**config.mk**
```make
export PLATFORM = sky130hd
export DESIGN_NAME = hot_pin_timer
export DESIGN_NICKNAME = d
export VERILOG_FILES = /design/src/rtl/hpt_pkg.sv /design/src/rtl/hpt_sync.sv /design/src/rtl/hpt_accum.sv /design/src/rtl/hpt_status.sv /design/src/rtl/hot_pin_timer.sv
export SDC_FILE = /design/constraint.sdc
export NUM_CORES = 1
export LEC_CHECK = 0
export ABC_AREA = 1
export CORE_ASPECT_RATIO = 1.4
export CORE_MARGIN = 10
export CORE_UTILIZATION = 55
export DETAILED_ROUTE_END_ITERATION = 8
export PLACE_DENSITY = 0.77
export SYNTH_ARGS = -nofsm -noshare
export SYNTH_HDL_FRONTEND = slang
export SYNTH_SLANG_ARGS = --single-unit
```
**constraint.sdc**
```tcl
create_clock -name clk -period 2 [get_ports clk]
set_input_delay 0.6 -clock clk [delete_from_list [all_inputs] [get_ports clk]]
set_output_delay 0.6 -clock clk [all_outputs]
set_load 0.02 [all_outputs]
```
**src/rtl/hpt_pkg.sv**
```systemverilog
package hpt_pkg;
  localparam int VAL_W_DEF  = 8;
  localparam int SYNC_DEF   = 2;
  localparam int TICK_DEF   = 227600;

  function automatic logic [VAL_W_DEF-1:0] sat_inc(input logic [VAL_W_DEF-1:0] v);
    return (v == '1) ? v : v + 1'b1;
  endfunction
endpackage

```
**src/rtl/hpt_sync.sv**
```systemverilog
module hpt_sync #(
  parameter int STAGES = 2
) (
  input  logic clk,
  input  logic rst,
  input  logic pin_n_i,
  output logic active_o
);
  logic [STAGES-1:0] sh_q;

  genvar g;
  generate
    for (g = 0; g < STAGES; g++) begin : g_stage
      if (g == 0) begin : g_first
        always_ff @(posedge clk) begin
          if (rst) sh_q[g] <= 1'b1;
          else     sh_q[g] <= pin_n_i;
        end
      end else begin : g_next
        always_ff @(posedge clk) begin
          if (rst) sh_q[g] <= 1'b1;
          else     sh_q[g] <= sh_q[g-1];
        end
      end
    end
  endgenerate

  assign active_o = ~sh_q[STAGES-1];
endmodule

```
**src/rtl/hpt_accum.sv**
```systemverilog
module hpt_accum
  import hpt_pkg::*;
#(
  parameter int TICK_CYC = TICK_DEF
) (
  input  logic                 clk,
  input  logic                 rst,
  input  logic                 active_i,
  input  logic                 clr_i,
  output logic [VAL_W_DEF-1:0] value_o
);
  localparam int PW = (TICK_CYC > 1) ? $clog2(TICK_CYC) : 1;
  localparam logic [PW-1:0] PRE_LAST = PW'(TICK_CYC - 1);
  localparam logic [VAL_W_DEF-1:0] FULL = '1;

  logic [PW-1:0]        pre_q;
  logic [VAL_W_DEF-1:0] ticks_q;
  logic                 seen_q;
  logic                 tick_done;

  assign tick_done = active_i && (pre_q == PRE_LAST);

  always_ff @(posedge clk) begin
    if (rst) begin
      pre_q   <= '0;
      ticks_q <= '0;
      seen_q  <= 1'b0;
    end else if (clr_i) begin
      pre_q   <= '0;
      ticks_q <= '0;
      seen_q  <= active_i;
    end else if (active_i) begin
      seen_q <= 1'b1;
      if (tick_done) begin
        pre_q   <= '0;
        ticks_q <= sat_inc(ticks_q);
      end else begin
        pre_q <= pre_q + 1'b1;
      end
    end
  end

  assign value_o = (ticks_q == '0 && seen_q) ? VAL_W_DEF'(1) : ticks_q;

  assert_idle_hold_R2: assert property (@(posedge clk) disable iff (rst)
    (!active_i && !clr_i) |=> $stable(value_o));
  assert_sat_hold_R5: assert property (@(posedge clk) disable iff (rst)
    (ticks_q == FULL && !clr_i) |=> (ticks_q == FULL));
  assert_clear_idle_R6: assert property (@(posedge clk) disable iff (rst)
    (clr_i && !active_i) |=> (value_o == '0));
  assert_restart_R7: assert property (@(posedge clk) disable iff (rst)
    (clr_i && active_i) |=> (value_o == VAL_W_DEF'(1)));
endmodule

```
**src/rtl/hpt_status.sv**
```systemverilog
module hpt_status
  import hpt_pkg::*;
#(
  parameter logic [VAL_W_DEF-1:0] LIM_RST = '1
) (
  input  logic                 clk,
  input  logic                 rst,
  input  logic [VAL_W_DEF-1:0] value_i,
  input  logic                 lim_we_i,
  input  logic [VAL_W_DEF-1:0] lim_data_i,
  input  logic                 clr_i,
  output logic                 stat_o
);
  logic [VAL_W_DEF-1:0] lim_q;
  logic                 stat_q;
  logic                 exceed;

  assign exceed = value_i > lim_q;

  always_ff @(posedge clk) begin
    if (rst)           lim_q <= LIM_RST;
    else if (lim_we_i) lim_q <= lim_data_i;
  end

  always_ff @(posedge clk) begin
    if (rst) stat_q <= 1'b0;
    else     stat_q <= (stat_q && !clr_i) || exceed;
  end

  assign stat_o = stat_q;

  assert_sticky_R10: assert property (@(posedge clk) disable iff (rst)
    (stat_q && !clr_i) |=> stat_q);
  assert_set_on_exceed_R8: assert property (@(posedge clk) disable iff (rst)
    (value_i > lim_q) |=> stat_q);
  assert_no_set_idle_R8: assert property (@(posedge clk) disable iff (rst)
    (!stat_q && !(value_i > lim_q)) |=> !stat_q);
endmodule

```
**src/rtl/hot_pin_timer.sv**
```systemverilog
module hot_pin_timer
  import hpt_pkg::*;
#(
  parameter int                   TICK_CYC = TICK_DEF,
  parameter int                   SYNC_STG = SYNC_DEF,
  parameter logic [VAL_W_DEF-1:0] LIM_RST  = '1
) (
  input  logic                 clk,
  input  logic                 rst,
  input  logic                 hot_n_i,
  input  logic                 rd_stb_i,
  output logic [VAL_W_DEF-1:0] rd_data_o,
  input  logic                 lim_we_i,
  input  logic [VAL_W_DEF-1:0] lim_data_i,
  input  logic                 stat_clr_i,
  output logic                 alert_n_o
);
  logic                 active;
  logic [VAL_W_DEF-1:0] value;
  logic                 stat;
  logic [VAL_W_DEF-1:0] rd_q;

  hpt_sync #(.STAGES(SYNC_STG)) i_sync (
    .clk(clk), .rst(rst), .pin_n_i(hot_n_i), .active_o(active)
  );

  hpt_accum #(.TICK_CYC(TICK_CYC)) i_accum (
    .clk(clk), .rst(rst), .active_i(active), .clr_i(rd_stb_i), .value_o(value)
  );

  hpt_status #(.LIM_RST(LIM_RST)) i_status (
    .clk(clk), .rst(rst), .value_i(value), .lim_we_i(lim_we_i),
    .lim_data_i(lim_data_i), .clr_i(stat_clr_i), .stat_o(stat)
  );

  always_ff @(posedge clk) begin
    if (rst)           rd_q <= '0;
    else if (rd_stb_i) rd_q <= value;
  end

  assign rd_data_o = rd_q;
  assign alert_n_o = ~stat;

  assert_rd_hold_R6: assert property (@(posedge clk) disable iff (rst)
    !rd_stb_i |=> $stable(rd_data_o));
  assert_rd_capture_R6: assert property (@(posedge clk) disable iff (rst)
    rd_stb_i |=> (rd_data_o == $past(value)));
endmodule

```
; Word level (Yosys, flattened, before mapping)
; Cells that the tools add are included.
[totals]
register_bits = 46
wordCells = 29
[classes]
order_cmp = 1
eq_ne = 3
mux = 4
reduce_logical = 8
bitwise_logic = 3
addsub = 2
[ops]
columns = cell, count
row1 = adder 18 x 1 -> 18 bit (second input constant), 1
row2 = equality test 18 bit (second input constant), 1
row3 = 2-to-1 mux 18 bit, 1
row4 = adder 8 x 1 -> 8 bit (second input constant), 1
row5 = equality test 8 bit (second input constant), 1
row6 = greater-than comparator 8 bit, 1
row7 = logical NOT 8 bit, 1
row8 = 2-to-1 mux 8 bit, 1
row9 = logical AND 1 bit, 3
row10 = inverter 1 bit, 3
row11 = AND reduction 3 bit, 1
row12 = 2-to-1 mux 1 bit, 2
row13 = != test 2 bit (second input constant), 1
row14 = OR reduction 2 bit, 1
row15 = logical NOT 1 bit, 1
row16 = logical OR 1 bit, 1

; Logic depth before layout (Yosys ltp)
[depth]
word_depth = 5
depth_mapped = 14

; By module
; Synthesis repeated with hierarchy kept, for this count alone.
[hier_totals]
hier_cells = 379
hier_area_um2 = 2532.4
[modules_own_cells]
columns = mod, cells_per_inst, instances, area_each_um2, seq_area_each_um2
row1 = hpt_accum, 251, 1, 1611.5, 540.5
row2 = hpt_status, 68, 1, 513.0, 180.2
row3 = hot_pin_timer, 52, 1, 345.3, 160.2
row4 = hpt_sync, 8, 1, 62.6, 40.0

; Worst setup path after synthesis
; No wires, ideal clock.
[synth_path]
path_type = register to register
startpoint = register i_accum.ticks_q[0]
endpoint = register i_status.stat_q, in the netlist i_status.stat_o
period_less_slack_ps = 1689
arrival_time_ps = 1557
path_stages_with_launch = 15
path_slack_ps = 311
cell_sequence = dfxtp_1 > inv_1 > ha_1 > nand4_1 > nor3_1 > or2_2 > inv_1 > ha_1 > inv_1 > a21oi_1 > o21ai_0 > nand2_1 > nand2_1 > nand2_1 > a21oi_1
[synth_via]
elab_chain_len = 5
[synth_rtl]
columns = item, line_no
row1 = "start, declared", hpt_accum.sv:17  ; logic [VAL_W_DEF-1:0] ticks_q;
row2 = "start signal, assigned", hpt_accum.sv:36  ; ticks_q <= sat_inc(ticks_q);
row3 = logical NOT 8 bit, hpt_accum.sv:43  ; assign value_o = (ticks_q == '0 && seen_q) ? VAL_W_DEF'(1) : ticks_q;
row4 = logical AND 1 bit, hpt_accum.sv:43
row5 = 2-to-1 mux 8 bit *, hpt_accum.sv:43
row6 = greater-than comparator 8 bit *, hpt_status.sv:18  ; assign exceed = value_i > lim_q;
row7 = logical OR 1 bit *, hpt_status.sv:27  ; else stat_q <= (stat_q && !clr_i) || exceed;
row8 = "end signal, assigned", hpt_status.sv:27
row9 = "end, declared", hpt_status.sv:15  ; logic stat_q;
; Every way passes the cells marked *; elsewhere a longest branch is shown, timed or not.
; A chain may end at the register's enable or synchronous reset.

; Worst setup path after layout
[layout_path]
startpoint = register i_status.stat_q, in the netlist i_status.stat_o
endpoint = output alert_n_o
[layout_via]
elab_chain_len = 1
[layout_rtl]
columns = item, line_no
row1 = inverter 1 bit, hot_pin_timer.sv:42  ; assign alert_n_o = ~stat;
row2 = "end, declared", hot_pin_timer.sv:16  ; output logic alert_n_o
; No other way between the ends.

==> results.py <==
metrics = {
    "worst_setup_path": {
        "r2r_slack_ps": 170,
        "cp_data_required_time_ps": 1400,
        "cpMaxStageDelayCell": "clkdlybuf4s50_1",
        "end_kind": "primary output",
        "crit_path_start_kind": "register",
        "regToRegStartpoint": "i_accum.ticks_q[0]$_SDFFE_PP0P_",
        "critPathMaxStageDelay_ps": 600,
        "crit_type": "register to primary output",
        "worstPathArrival_ps": 1260,
        "crit_cells": 2,
        "critPathMaxFanout": 2,
        "reg2reg_depth": 14,
        "r2r_end": "i_status.stat_o$_SDFF_PP0_",
        "timing.critical_path.buf_inv": 2,
        "path_cells": "inv_1, clkdlybuf4s50_1",
        "critPathTopFamily": "buffers and inverters",
    },
    "layout": {
        "final_util_pct": 66.4,
        "fin_nets": 388,
        "fill_cells": 396,
        "area_growth_pct": 15.9,
        "fin_area_um2": 2840,
        "fin_cells": 424,
        "diodes": 0,
        "drive_gt1_share_pct": 14.0,
    },
    "synthesis": {
        "ys_types": 30,
        "synthTopCellsByCount": "nand2_1 (78), dfxtp_1 (46), inv_1 (45)",
        "syn_nets": 364,
        "synth.area.top_cells": "dfxtp_1 (38%), nand2_1 (12%), inv_1 (6.9%), ha_1 (5.6%), nor2_1 (5.2%)",
        "yosysTopAreaCellShare_pct": 37.6,
        "synth_top_cell_by_area": "dfxtp_1",
        "yosysMostFrequentCell": "nand2_1",
        "synth.avg_cell_area_um2": 7.22,
        "ys_seq_elements": 46,
        "syn_area_um2": 2450,
        "async_reset_ff_share_pct": 0,
        "synth_edf_count": 0,
        "yosys_warnings": 0,
        "synth_ff_type": "dfxtp_1",
        "ys_seq_area_share_pct": 37.6,
        "synthCells": 339,
    },
    "clock_network": {
        "clock_latency_ps": 310,
        "cts.sinks": 46,
        "cts.repair.resized": 0,
        "cts_setup_buffers": 0,
        "cts_tree": "done",
        "cts-hold-fix-buffers": 0,
        "htree_levels": 2,
        "numCtsBuffers": 5,
        "cts.root.buffer_cell": "clkbuf_8",
        "clk_pin_slew_ps": 80,
        "max-clock-path-buffers": 2,
    },
    "sta": {
        "max_freq_ghz": 0.538,
        "hold_violations": 0,
        "max_slew_margin_pct": 70.2,
        "grt_setup_unrepaired": "false",
        "clock-skew-final_ps": 7.21,
        "setup_tns_ps": 0,
        "slew_viol_final": 0,
        "setup_viol_count_final": 0,
        "period_minus_slack_ps": 1860,
        "hold-worst-slack_ps": 415,
        "worstMarginPinSlew_ps": 446,
        "period_share_pct": 93.0,
    },
    "placement": {
        "io_buffers": 22,
        "gp_congestion": 0.909,
        "place_area_um2": 2730,
        "post-dp-hpwl_mm": 4.31,
        "dp.cells": 416,
    },
    "global_routing": {
        "grt_antenna_before_repair": 0,
        "first_global_vias": 2216,
        "grt_max_degree": 17,
        "grt_pass1_wl_mm": 9.31,
        "globalRoute.totalOverflow": 0,
        "grt_use_total_pct": 14.7,
    },
    "routing": {
        "wl_per_cell_um": 12.7,
        "postRouteAntennaNets": 0,
        "routed_via_density": 5.19,
        "drcViolationCount": 0,
        "drt_iter0_drc": 160,
        "drtPass1Iterations": 4,
        "finalWirelength_mm": 5.38,
        "vias": 2201,
    },
    "floorplan": {
        "die-area_um2": 7560,
        "start_util_pct": 57.3,
        "die_y_um": 98.9,
        "core-area_um2": 4270,
        "io_pins": 23,
        "row_count": 28,
        "die_w_um": 76.4,
    },
    "power": {
        "p_leak_nw": 1.21,
        "power.density_nw_per_um2": 573,
        "max-vdd-ir-drop_mv": 0.485,
    },
    "worst_hold_path": {
        "hold_path.class": "register to register",
        "min_to": "i_sync.sh_q[1]$_SDFF_PP1_",
        "hp-start": "i_sync.sh_q[0]$_SDFF_PP1_",
        "hold_depth": 1,
    },
    "run_status": {
        "status": "completed",
    },
    "run": {
        "drv_cap": 0,
    },
}
## state kept, by name, summed over array words and instances, names as in the netlist
name / count
rd_data_o: 8
i_sync.sh_q: 2
i_accum.pre_q: 18
i_status.stat_o: 1
i_accum.ticks_q: 8
i_status.lim_q: 8
i_accum.seen_q: 1
## metrics by stage
step | total power [mW] | worst slack (ps)
2_1_floorplan | 1.01 | 311
3_3_place_gp | 1.06 | 158
3_5_place_dp | 1.06 | 95.4
4_1_cts | 1.65 | 77.5
5_1_grt | 1.68 | 18.0
6_report | 1.63 | 140
## metal layers
layer | up-vias | routed length, um | global-route usage, %
li1 | 1128 | - | -
met1 | 1019 | 2060 | 13.5
met2 | 37 | 2960 | 29.1
met3 | 17 | 191 | 3.82
met4 | 0 | 170 | 6.89
met5 | - | 0 | 0
## cell families after synthesis
| logic type | share of synthesized area (%) |
|---|---|
| adder cells (fa/ha/maj) | 5.62 |
| AND/OR/NAND/NOR | 35.7 |
| buffers and inverters | 9.96 |
| flip-flops | 37.6 |
| AO/OA/AOI/OAI | 10.1 |
| XOR/XNOR | 1.07 |
## how the worst max path moves through the flow
stage	from	slack (ps)	to
finish	i_status.stat_o$_SDFF_PP0_	140	alert_n_o
global route	i_accum.ticks_q[0]$_SDFFE_PP0P_	20	i_status.stat_o$_SDFF_PP0_
CTS	i_accum.ticks_q[0]$_SDFFE_PP0P_	80	i_status.stat_o$_SDFF_PP0_
detailed placement	i_accum.ticks_q[0]$_SDFFE_PP0P_	100	i_status.stat_o$_SDFF_PP0_
global placement	i_accum.ticks_q[0]$_SDFFE_PP0P_	160	i_status.stat_o$_SDFF_PP0_
floorplan	i_accum.ticks_q[0]$_SDFFE_PP0P_	310	i_status.stat_o$_SDFF_PP0_
## report_power, final
| part | switching (mW) | total (mW) | internal [mW] | leakage, nW |
|---|---|---|---|---|
| registers | 0.00656 | 0.935 | 0.928 | 0.374 |
| clock network | 0.311 | 0.590 | 0.279 | 0.0482 |
| logic | 0.0535 | 0.102 | 0.0490 | 0.788 |
| total | 0.371 | 1.63 | 1.26 | 1.21 |
## layout make-up
cell class / instances / area, um2 / share of cell area (%)
Multi-Input combinational cell: 234 / 1300 / 45.9
Sequential cell: 46 / 925 / 32.6
Timing Repair Buffer: 28 / 265 / 9.35
Inverter: 48 / 180 / 6.35
Clock buffer: 7 / 86.3 / 3.04
Tap cell: 60 / 75.1 / 2.65
Clock inverter: 1 / 5.00 / 0.176
## worst register-to-register path: stages, from the launching register on
cell	delay (ps)
dfxtp_4	370
inv_2	60
ha_1	140
nand4_1	90
nor3_2	230
or2_4	170
inv_1	40
ha_1	180
inv_1	60
a21oi_2	50
o21ai_1	110
nand2_1	60
nand2_1	50
nand2_1	60
a21oi_2	110
## cell usage in the layout (no fill, tap or decap)
master / instances
nand2_1: 78
dfxtp_1: 45
inv_1: 43
nor2_1: 33
clkdlybuf4s50_1: 22
o21ai_0: 19
a21oi_1: 13
nand3_1: 12
nand4_1: 12
ha_1: 11
nor2_2: 9
nor3_1: 7
clkbuf_8: 6
buf_4: 6
inv_2: 5
nor2_4: 5
nand3_2: 4
o21ai_1: 4
xor2_1: 3
nor3b_1: 3
or2_2: 3
nor3_2: 2
nand2_2: 2
nand3_4: 2
o211a_1: 2
a31oi_1: 2
a21oi_2: 2
or2_4: 1
nor2_8: 1
o21bai_1: 1
o21ai_2: 1
o21a_1: 1
and2_1: 1
clkbuf_1: 1
clkinv_2: 1
dfxtp_4: 1
Note: power is estimated with default switching activity, not from simulation.
